<file path="src/rtl/ixseq_pkg.sv">
`timescale 1ns/1ps
package ixseq_pkg;

    localparam int unsigned BW = 8;
    localparam int unsigned AW = 2 * BW;

    typedef logic [BW-1:0] byte_t;
    typedef logic [AW-1:0] addr_t;

    typedef enum logic [2:0] {
        MD_ZP   = 3'd0,
        MD_ZPX  = 3'd1,
        MD_ZPY  = 3'd2,
        MD_ABS  = 3'd3,
        MD_ABSX = 3'd4,
        MD_ABSY = 3'd5,
        MD_INDX = 3'd6,
        MD_INDY = 3'd7
    } mode_e;

    typedef enum logic [1:0] {
        CL_RD  = 2'd0,
        CL_WR  = 2'd1,
        CL_RMW = 2'd2,
        CL_RD2 = 2'd3
    } cls_e;

    typedef enum logic [3:0] {
        ST_IDLE,
        ST_OPLO,
        ST_OPHI,
        ST_ZPDUM,
        ST_PTRDUM,
        ST_PTRLO,
        ST_PTRHI,
        ST_FIX,
        ST_RMWRD,
        ST_RMWWB,
        ST_DONE
    } st_e;

    typedef struct packed {
        mode_e mode;
        cls_e  cls;
        byte_t x;
        byte_t y;
    } req_t;

    function automatic logic uses_y(mode_e m);
        return (m == MD_ZPY) || (m == MD_ABSY) || (m == MD_INDY);
    endfunction

    function automatic logic fix_always(cls_e c);
        return (c == CL_WR) || (c == CL_RMW);
    endfunction

    function automatic st_e after_addr(cls_e c);
        return (c == CL_RMW) ? ST_RMWRD : ST_DONE;
    endfunction

endpackage

</file>
<file path="src/rtl/ixseq_idx_add.sv">
`timescale 1ns/1ps
module ixseq_idx_add #(
    parameter int unsigned W = 8
) (
    input  logic [W-1:0] a,
    input  logic [W-1:0] b,
    output logic [W-1:0] sum,
    output logic         co
);
    logic [W:0] full;

    always_comb begin
        full = {1'b0, a} + {1'b0, b};
        sum  = full[W-1:0];
        co   = full[W];
    end
endmodule

</file>
<file path="src/rtl/ixseq_fsm.sv">
`timescale 1ns/1ps
module ixseq_fsm
    import ixseq_pkg::*;
(
    input  logic  clk,
    input  logic  rst,
    input  logic  start,
    input  mode_e mode,
    input  cls_e  cls,
    input  logic  carry,
    output st_e   state
);
    st_e nxt;
    st_e post;
    st_e fix_nxt;

    always_comb begin
        post    = after_addr(cls);
        fix_nxt = (fix_always(cls) || carry) ? ST_FIX : post;
        case (state)
            ST_IDLE:   nxt = start ? ST_OPLO : ST_IDLE;
            ST_OPLO: begin
                case (mode)
                    MD_ZP:                  nxt = post;
                    MD_ZPX, MD_ZPY:         nxt = ST_ZPDUM;
                    MD_ABS, MD_ABSX, MD_ABSY: nxt = ST_OPHI;
                    MD_INDX:                nxt = ST_PTRDUM;
                    default:                nxt = ST_PTRLO;
                endcase
            end
            ST_OPHI:   nxt = (mode == MD_ABS) ? post : fix_nxt;
            ST_ZPDUM:  nxt = post;
            ST_PTRDUM: nxt = ST_PTRLO;
            ST_PTRLO:  nxt = ST_PTRHI;
            ST_PTRHI:  nxt = (mode == MD_INDX) ? post : fix_nxt;
            ST_FIX:    nxt = post;
            ST_RMWRD:  nxt = ST_RMWWB;
            ST_RMWWB:  nxt = ST_DONE;
            ST_DONE:   nxt = ST_IDLE;
            default:   nxt = ST_IDLE;
        endcase
    end

    always_ff @(posedge clk) begin
        if (rst) state <= ST_IDLE;
        else     state <= nxt;
    end
endmodule

</file>
<file path="src/rtl/ixseq_top.sv">
`timescale 1ns/1ps
module ixseq_top
    import ixseq_pkg::*;
(
    input  logic          clk,
    input  logic          rst,
    input  logic          start,
    input  logic [2:0]    mode_i,
    input  logic [1:0]    cls_i,
    input  logic [AW-1:0] pc_i,
    input  logic [BW-1:0] x_i,
    input  logic [BW-1:0] y_i,
    input  logic [BW-1:0] rd_data,
    output logic [AW-1:0] bus_addr,
    output logic          bus_rd,
    output logic          bus_wr,
    output logic [BW-1:0] bus_wdata,
    output logic [AW-1:0] ea_o,
    output logic [AW-1:0] pc_o,
    output logic [BW-1:0] opnd_o,
    output logic          exec_ready
);
    localparam byte_t ZPAGE = '0;

    req_t  req_r;
    addr_t pc_r;
    addr_t ea_r;
    byte_t ptr_r;
    byte_t ptr_nx;
    byte_t opnd_r;
    logic  carry_r;
    st_e   state;

    byte_t idx;
    byte_t add_a;
    byte_t add_b;
    byte_t add_sum;
    logic  add_co;

    // one shared byte adder: pointer + X in the pointer dummy cycle,
    // address low byte + index everywhere else
    always_comb begin
        idx = uses_y(req_r.mode) ? req_r.y : req_r.x;
        if (state == ST_PTRDUM) begin
            add_a = ptr_r;
            add_b = req_r.x;
        end else begin
            add_a = ea_r[BW-1:0];
            add_b = idx;
        end
        ptr_nx = ptr_r + byte_t'(1);
    end

    ixseq_idx_add #(.W(BW)) u_add (
        .a   (add_a),
        .b   (add_b),
        .sum (add_sum),
        .co  (add_co)
    );

    ixseq_fsm u_fsm (
        .clk   (clk),
        .rst   (rst),
        .start (start),
        .mode  (req_r.mode),
        .cls   (req_r.cls),
        .carry (add_co),
        .state (state)
    );

    always_ff @(posedge clk) begin
        if (rst) begin
            req_r   <= '0;
            pc_r    <= '0;
            ea_r    <= '0;
            ptr_r   <= '0;
            opnd_r  <= '0;
            carry_r <= 1'b0;
        end else begin
            case (state)
                ST_IDLE: begin
                    if (start) begin
                        req_r.mode <= mode_e'(mode_i);
                        req_r.cls  <= cls_e'(cls_i);
                        req_r.x    <= x_i;
                        req_r.y    <= y_i;
                        pc_r       <= pc_i;
                    end
                end
                ST_OPLO: begin
                    ea_r  <= {ZPAGE, rd_data};
                    ptr_r <= rd_data;
                    pc_r  <= pc_r + addr_t'(1);
                end
                ST_OPHI: begin
                    pc_r <= pc_r + addr_t'(1);
                    if (req_r.mode == MD_ABS) begin
                        ea_r[AW-1:BW] <= rd_data;
                    end else begin
                        ea_r    <= {rd_data, add_sum};
                        carry_r <= add_co;
                    end
                end
                ST_ZPDUM:  ea_r[BW-1:0] <= add_sum;
                ST_PTRDUM: ptr_r <= add_sum;
                ST_PTRLO:  ea_r[BW-1:0] <= rd_data;
                ST_PTRHI: begin
                    if (req_r.mode == MD_INDX) begin
                        ea_r[AW-1:BW] <= rd_data;
                    end else begin
                        ea_r    <= {rd_data, add_sum};
                        carry_r <= add_co;
                    end
                end
                ST_FIX:    ea_r[AW-1:BW] <= ea_r[AW-1:BW] + {{(BW-1){1'b0}}, carry_r};
                ST_RMWRD:  opnd_r <= rd_data;
                default: ;
            endcase
        end
    end

    always_comb begin
        bus_rd    = 1'b0;
        bus_wr    = 1'b0;
        bus_addr  = ea_r;
        bus_wdata = opnd_r;
        case (state)
            ST_OPLO, ST_OPHI: begin
                bus_rd   = 1'b1;
                bus_addr = pc_r;
            end
            ST_ZPDUM: begin
                bus_rd   = 1'b1;
                bus_addr = {ZPAGE, ea_r[BW-1:0]};
            end
            ST_PTRDUM, ST_PTRLO: begin
                bus_rd   = 1'b1;
                bus_addr = {ZPAGE, ptr_r};
            end
            ST_PTRHI: begin
                bus_rd   = 1'b1;
                bus_addr = {ZPAGE, ptr_nx};
            end
            ST_FIX, ST_RMWRD: bus_rd = 1'b1;
            ST_RMWWB:         bus_wr = 1'b1;
            default: ;
        endcase
    end

    assign ea_o       = ea_r;
    assign pc_o       = pc_r;
    assign opnd_o     = opnd_r;
    assign exec_ready = (state == ST_DONE);

endmodule

</file>
<file path="config.mk">
export PLATFORM = sky130hd
export DESIGN_NAME = ixseq_top
export DESIGN_NICKNAME = d
export VERILOG_FILES = /design/src/rtl/ixseq_pkg.sv /design/src/rtl/ixseq_idx_add.sv /design/src/rtl/ixseq_fsm.sv /design/src/rtl/ixseq_top.sv
export SDC_FILE = /design/constraint.sdc
export NUM_CORES = 1
export LEC_CHECK = 0
export BUFFER_PORTS_ARGS = -buffer_cell sky130_fd_sc_hd__buf_4
export CAP_MARGIN = 20
export CORE_UTILIZATION = 39
export CTS_BUF_LIST = sky130_fd_sc_hd__clkbuf_2 sky130_fd_sc_hd__clkbuf_4 sky130_fd_sc_hd__clkbuf_8
export DETAILED_ROUTE_END_ITERATION = 6
export GPL_TIMING_DRIVEN = 0
export SKIP_CTS_REPAIR_TIMING = 1
export SYNTH_ARGS = -nofsm -noshare
export SYNTH_HDL_FRONTEND = slang
export SYNTH_SLANG_ARGS = --single-unit
</file>
<file path="constraint.sdc">
create_clock -name clk -period 6.1 [get_ports clk]
set_input_delay 0 -clock clk [delete_from_list [all_inputs] [get_ports clk]]
set_output_delay 0 -clock clk [all_outputs]
set_load 0.005 [all_outputs]
</file>
==> reports/qor.csv <==
stage,metric,value,unit
run_status,status,"complete, no violations",
timing,slew margin rel.,48.7,%
floorplanning,Die ar.,11600,µm²
drt,DRC,0,
timing,final setup TNS,0,ns
synthesis,largest family of logic cells by synthesized area,simple AND/OR/NAND/NOR gates,
grt,initial antenna violation count,0,
floorplanning,row count,38,
timing,Final min period,4.03,ns
timing,RSZ-0062 raised after global routing,false,
synthesis,xor-xnor portion of the synthesized cell area,2.61,%
synthesis,fraction of registers with async set/reset,0,%
power,Peak VDD IR,0.000174,V
finish,nets@finish,790,
cts,TritonCTS clock tree,built,
drt,drt total wl,15.0,mm
cts,Clock transition at path regs,0.08,ns
synthesis,mux contribution to synthesized area,4.58,%
drt,TritonRoute pass-1 iters,7,
synthesis,post-synth cell types,55,
grt,first-pass GRT wire length,22.8,mm
finish,Register Area,1480,µm²
power,Pleak,2.54,nW
synthesis,mean post-synth cell area,7.80,µm²
finish,layout overhead on the synthesized area,38.6,%
placement,PortBufs,113,
floorplanning,Chip Height,108,µm
finish,antenna cell count,0,
synthesis,Synth Area in Compound Gates,24.5,%
finish,Filler cells,1052,
worst_setup_path,Critical path buffers and inverters,2,
timing,Tcrit/Tclk final,66.0,%
timing,Max Freq,0.248,GHz
synthesis,gate count of the mapped netlist,560,
grt,GRT Overall Usage,25.9,%
drt,DRT antenna net count,0,
synthesis,Synth Area in Adders,4.18,%
synthesis,prevailing post-synth register cell,dfxtp_1,
cts,worst-skew pair later-pin latency,0.37,ns
worst_setup_path,CP Capture Type,flip-flop,
worst_setup_path,startpoint types,flip-flop,
placement,Post-DP HPWL,11.0,mm
grt,largest net degree at the start of global routing,13,
worst_setup_path,"delay-heaviest family, CP",simple AND/OR/NAND/NOR gates,
synthesis,syn_nets,622,
floorplanning,Die Wd,108,µm
power,PwrDens,389,nW/µm²
floorplanning,# IOs,115,
timing,Worst Skew,0.00639,ns
finish,share of cells above drive strength 1,25.4,%
drt,M1 WL,6.64,mm
drt,WL met3,929,µm
timing,fin. max-slew vios,0,
run,Max Cap Violations,0,
worst_setup_path,CP max stage delay,0.58,ns
drt,WL/cell,17.2,µm
finish,post-layout util,55.6,%
floorplanning,core area,10900,µm²
synthesis,Yosys reg bits,74,
drt,Met2 Wirelength,7.18,mm
synthesis,Area contributors post-synth,"dfxtp_1 (34%), nand2_1 (9.3%), a21oi_1 (7.1%), nor2_1 (4.6%), mux2_2 (4.1%)",
placement,GPL Wtd Cong,0.905,
timing,Slew @ Worst Pin,0.769,ns
worst_setup_path,Crit Path Max Fanout,10,
synthesis,Synth Area in Simple Gates,24.5,%
synthesis,Post-synth EDFFs,0,
worst_setup_path,arrival time at the worst endpoint,4.32,ns
worst_setup_path,critical-path cell list,nand2b_1 > clkbuf_1 > nor3_2 > buf_2 > mux2_2 > fa_1 > a21o_1 > a221oi_1 > xor2_1 > or4_1 > a21oi_1,
synthesis,mapped cell area,4370,µm²
finish,multi-input logic area,2640,µm²
cts,number of H-tree levels,3,
grt,grt total ovfl,0,
drt,routed vias,4841,
worst_setup_path,Slowest cell on crit path,nor3_2,
cts,CTS root buf,clkbuf_8,
timing,"Setup violations, final",0,
drt,Max Used Layer,met4,
drt,vias per cell,5.55,
floorplanning,Starting Density,40.1,%
synthesis,Synth top area share,33.9,%
hold_path,Hold Crit Class,in -> reg,
grt,vias in the first global route,4287,
worst_setup_path,critical path class,reg -> reg,
synthesis,yosys warns,0,
drt,DRT iter0 DRCs,443,
cts,Clock Sinks,74,
synthesis,post-synth top area cell,dfxtp_1,
cts,TritonCTS buffer count,9,
worst_setup_path,CP Data Required Time,6.40,ns
timing,final number of hold-violating endpoints,0,
cts,Max clock buf depth,2,
synthesis,post-synthesis sequential area ratio,33.9,%
==> metrics by stage <==
stage / cell area (µm²) / hold WS [ns] / worst slack, ns / cells / power, mW
finish: 6060 / 0.000122 / 2.07 / 873 / 2.36
global route: 6060 / 0.00273 / 1.78 / 873 / 2.52
CTS: 5620 / -0.143 / 2.09 / 829 / 2.33
detailed placement: 5390 / 0.256 / 2.12 / 813 / 1.90
global placement: 5390 / 0.248 / 2.14 / 813 / 1.88
floorplan: 4370 / 0.136 / 2.81 / 560 / 1.44
==> layout by cell type, fill, tap and decap left out, types with 3 or more instances in the layout <==
cell,instances
a311oi_1,5
and3_1,7
a21o_1,5
or2_2,4
xor2_1,8
inv_1,5
o21ai_0,27
dlygate4sd3_1,44
clkbuf_8,13
a221o_1,3
a211oi_1,10
ha_1,13
nand4_1,3
nand2_1,108
nand2b_1,6
buf_4,123
nor2_1,53
or4_1,3
buf_2,12
nor3_2,3
dfxtp_1,74
a31oi_1,5
o311ai_0,3
mux2_2,16
a221oi_1,5
a222oi_1,9
nand3_1,13
clkbuf_1,20
nand3b_1,3
a21oi_1,62
xnor2_1,5
a22o_1,6
a22oi_1,10
nor4_1,5
nor3_1,8
==> area by class of cell <==
cell class | instances | share of cell area (%)
inverter | 5 | 0.310
buffer | 44 | 3.84
clock inverter | 3 | 0.744
sequential | 74 | 24.5
clock buffer | 13 | 2.95
tap | 140 | 2.89
timing repair buffer | 157 | 21.3
multi-input combinational | 437 | 43.5
==> path summary, 6_finish.rpt <==
| kind | cells after the start | from | endpoint | slack (ns) |
|---|---|---|---|---|
| worst max-delay path | 11 | u_fsm.state[2] | ptr_r[6] | 2.07 |
| worst max register to register | 11 | u_fsm.state[2] | ptr_r[6] | 2.07 |
| worst min-delay path | 3 | pc_i[0] | pc_o[0] | 0.0001 |
| worst min register to register | 2 | req_r[0] | req_r[0] | 0.46 |
==> cell usage after synthesis, types with 2 or more instances <==
master     instances
nand2_1          108
dfxtp_1           74
a21oi_1           62
nor2_1            53
o21ai_0           27
clkbuf_1          20
mux2_2            16
ha_1              13
nand3_1           13
buf_2             12
a211oi_1          10
a22oi_1           10
buf_4             10
a222oi_1           9
nor3_1             8
xor2_1             8
and3_1             7
a22o_1             6
nand2b_1           6
a21o_1             5
a221oi_1           5
a311oi_1           5
a31oi_1            5
inv_1              5
nor4_1             5
xnor2_1            5
or2_2              4
a221o_1            3
nand3b_1           3
nand4_1            3
nor3_2             3
o311ai_0           3
or4_1              3
a21oi_2            2
a2bb2oi_1          2
and3b_1            2
buf_6              2
mux2i_1            2
nor2b_1            2
nor3_4             2
o211ai_1           2
or3_1              2
==> metal layers <==
metal / up-vias / track usage (%)
met5: - / 0
met4: 0 / 8.81
met3: 24 / 4.90
met2: 195 / 41.8
met1: 2273 / 34.2
li1: 2349 / -
==> worst min-delay path: cells and delay by family <==
family | cells | cell delay [ns]
AOI/OAI and AO/OA | 2 | 0.21
buffers and inverters | 1 | 0.11
==> power breakdown <==
group          internal, mW  switching, mW  total, mW
clock network         0.234          0.198      0.431
registers             0.596          0.133      0.729
logic                 0.532          0.665       1.20
total                  1.36          0.996       2.36
==> state kept, by name (all words and copies together) (netlist names) <==
name / cells
u_fsm.state: 4
bus_wdata: 8
ea_o: 16
pc_o: 16
ptr_r: 8
req_r: 21
carry_r: 1
==> kinds of logic after synthesis <==
group,Yosys count
AO/OA/AOI/OAI,162
adder cells (fa/ha/maj),14
multiplexers,18
flip-flops,74
AND/OR/NAND/NOR,230
buffers and inverters,49
XOR/XNOR,13
No activity file was read; power rests on OpenSTA's default activity.
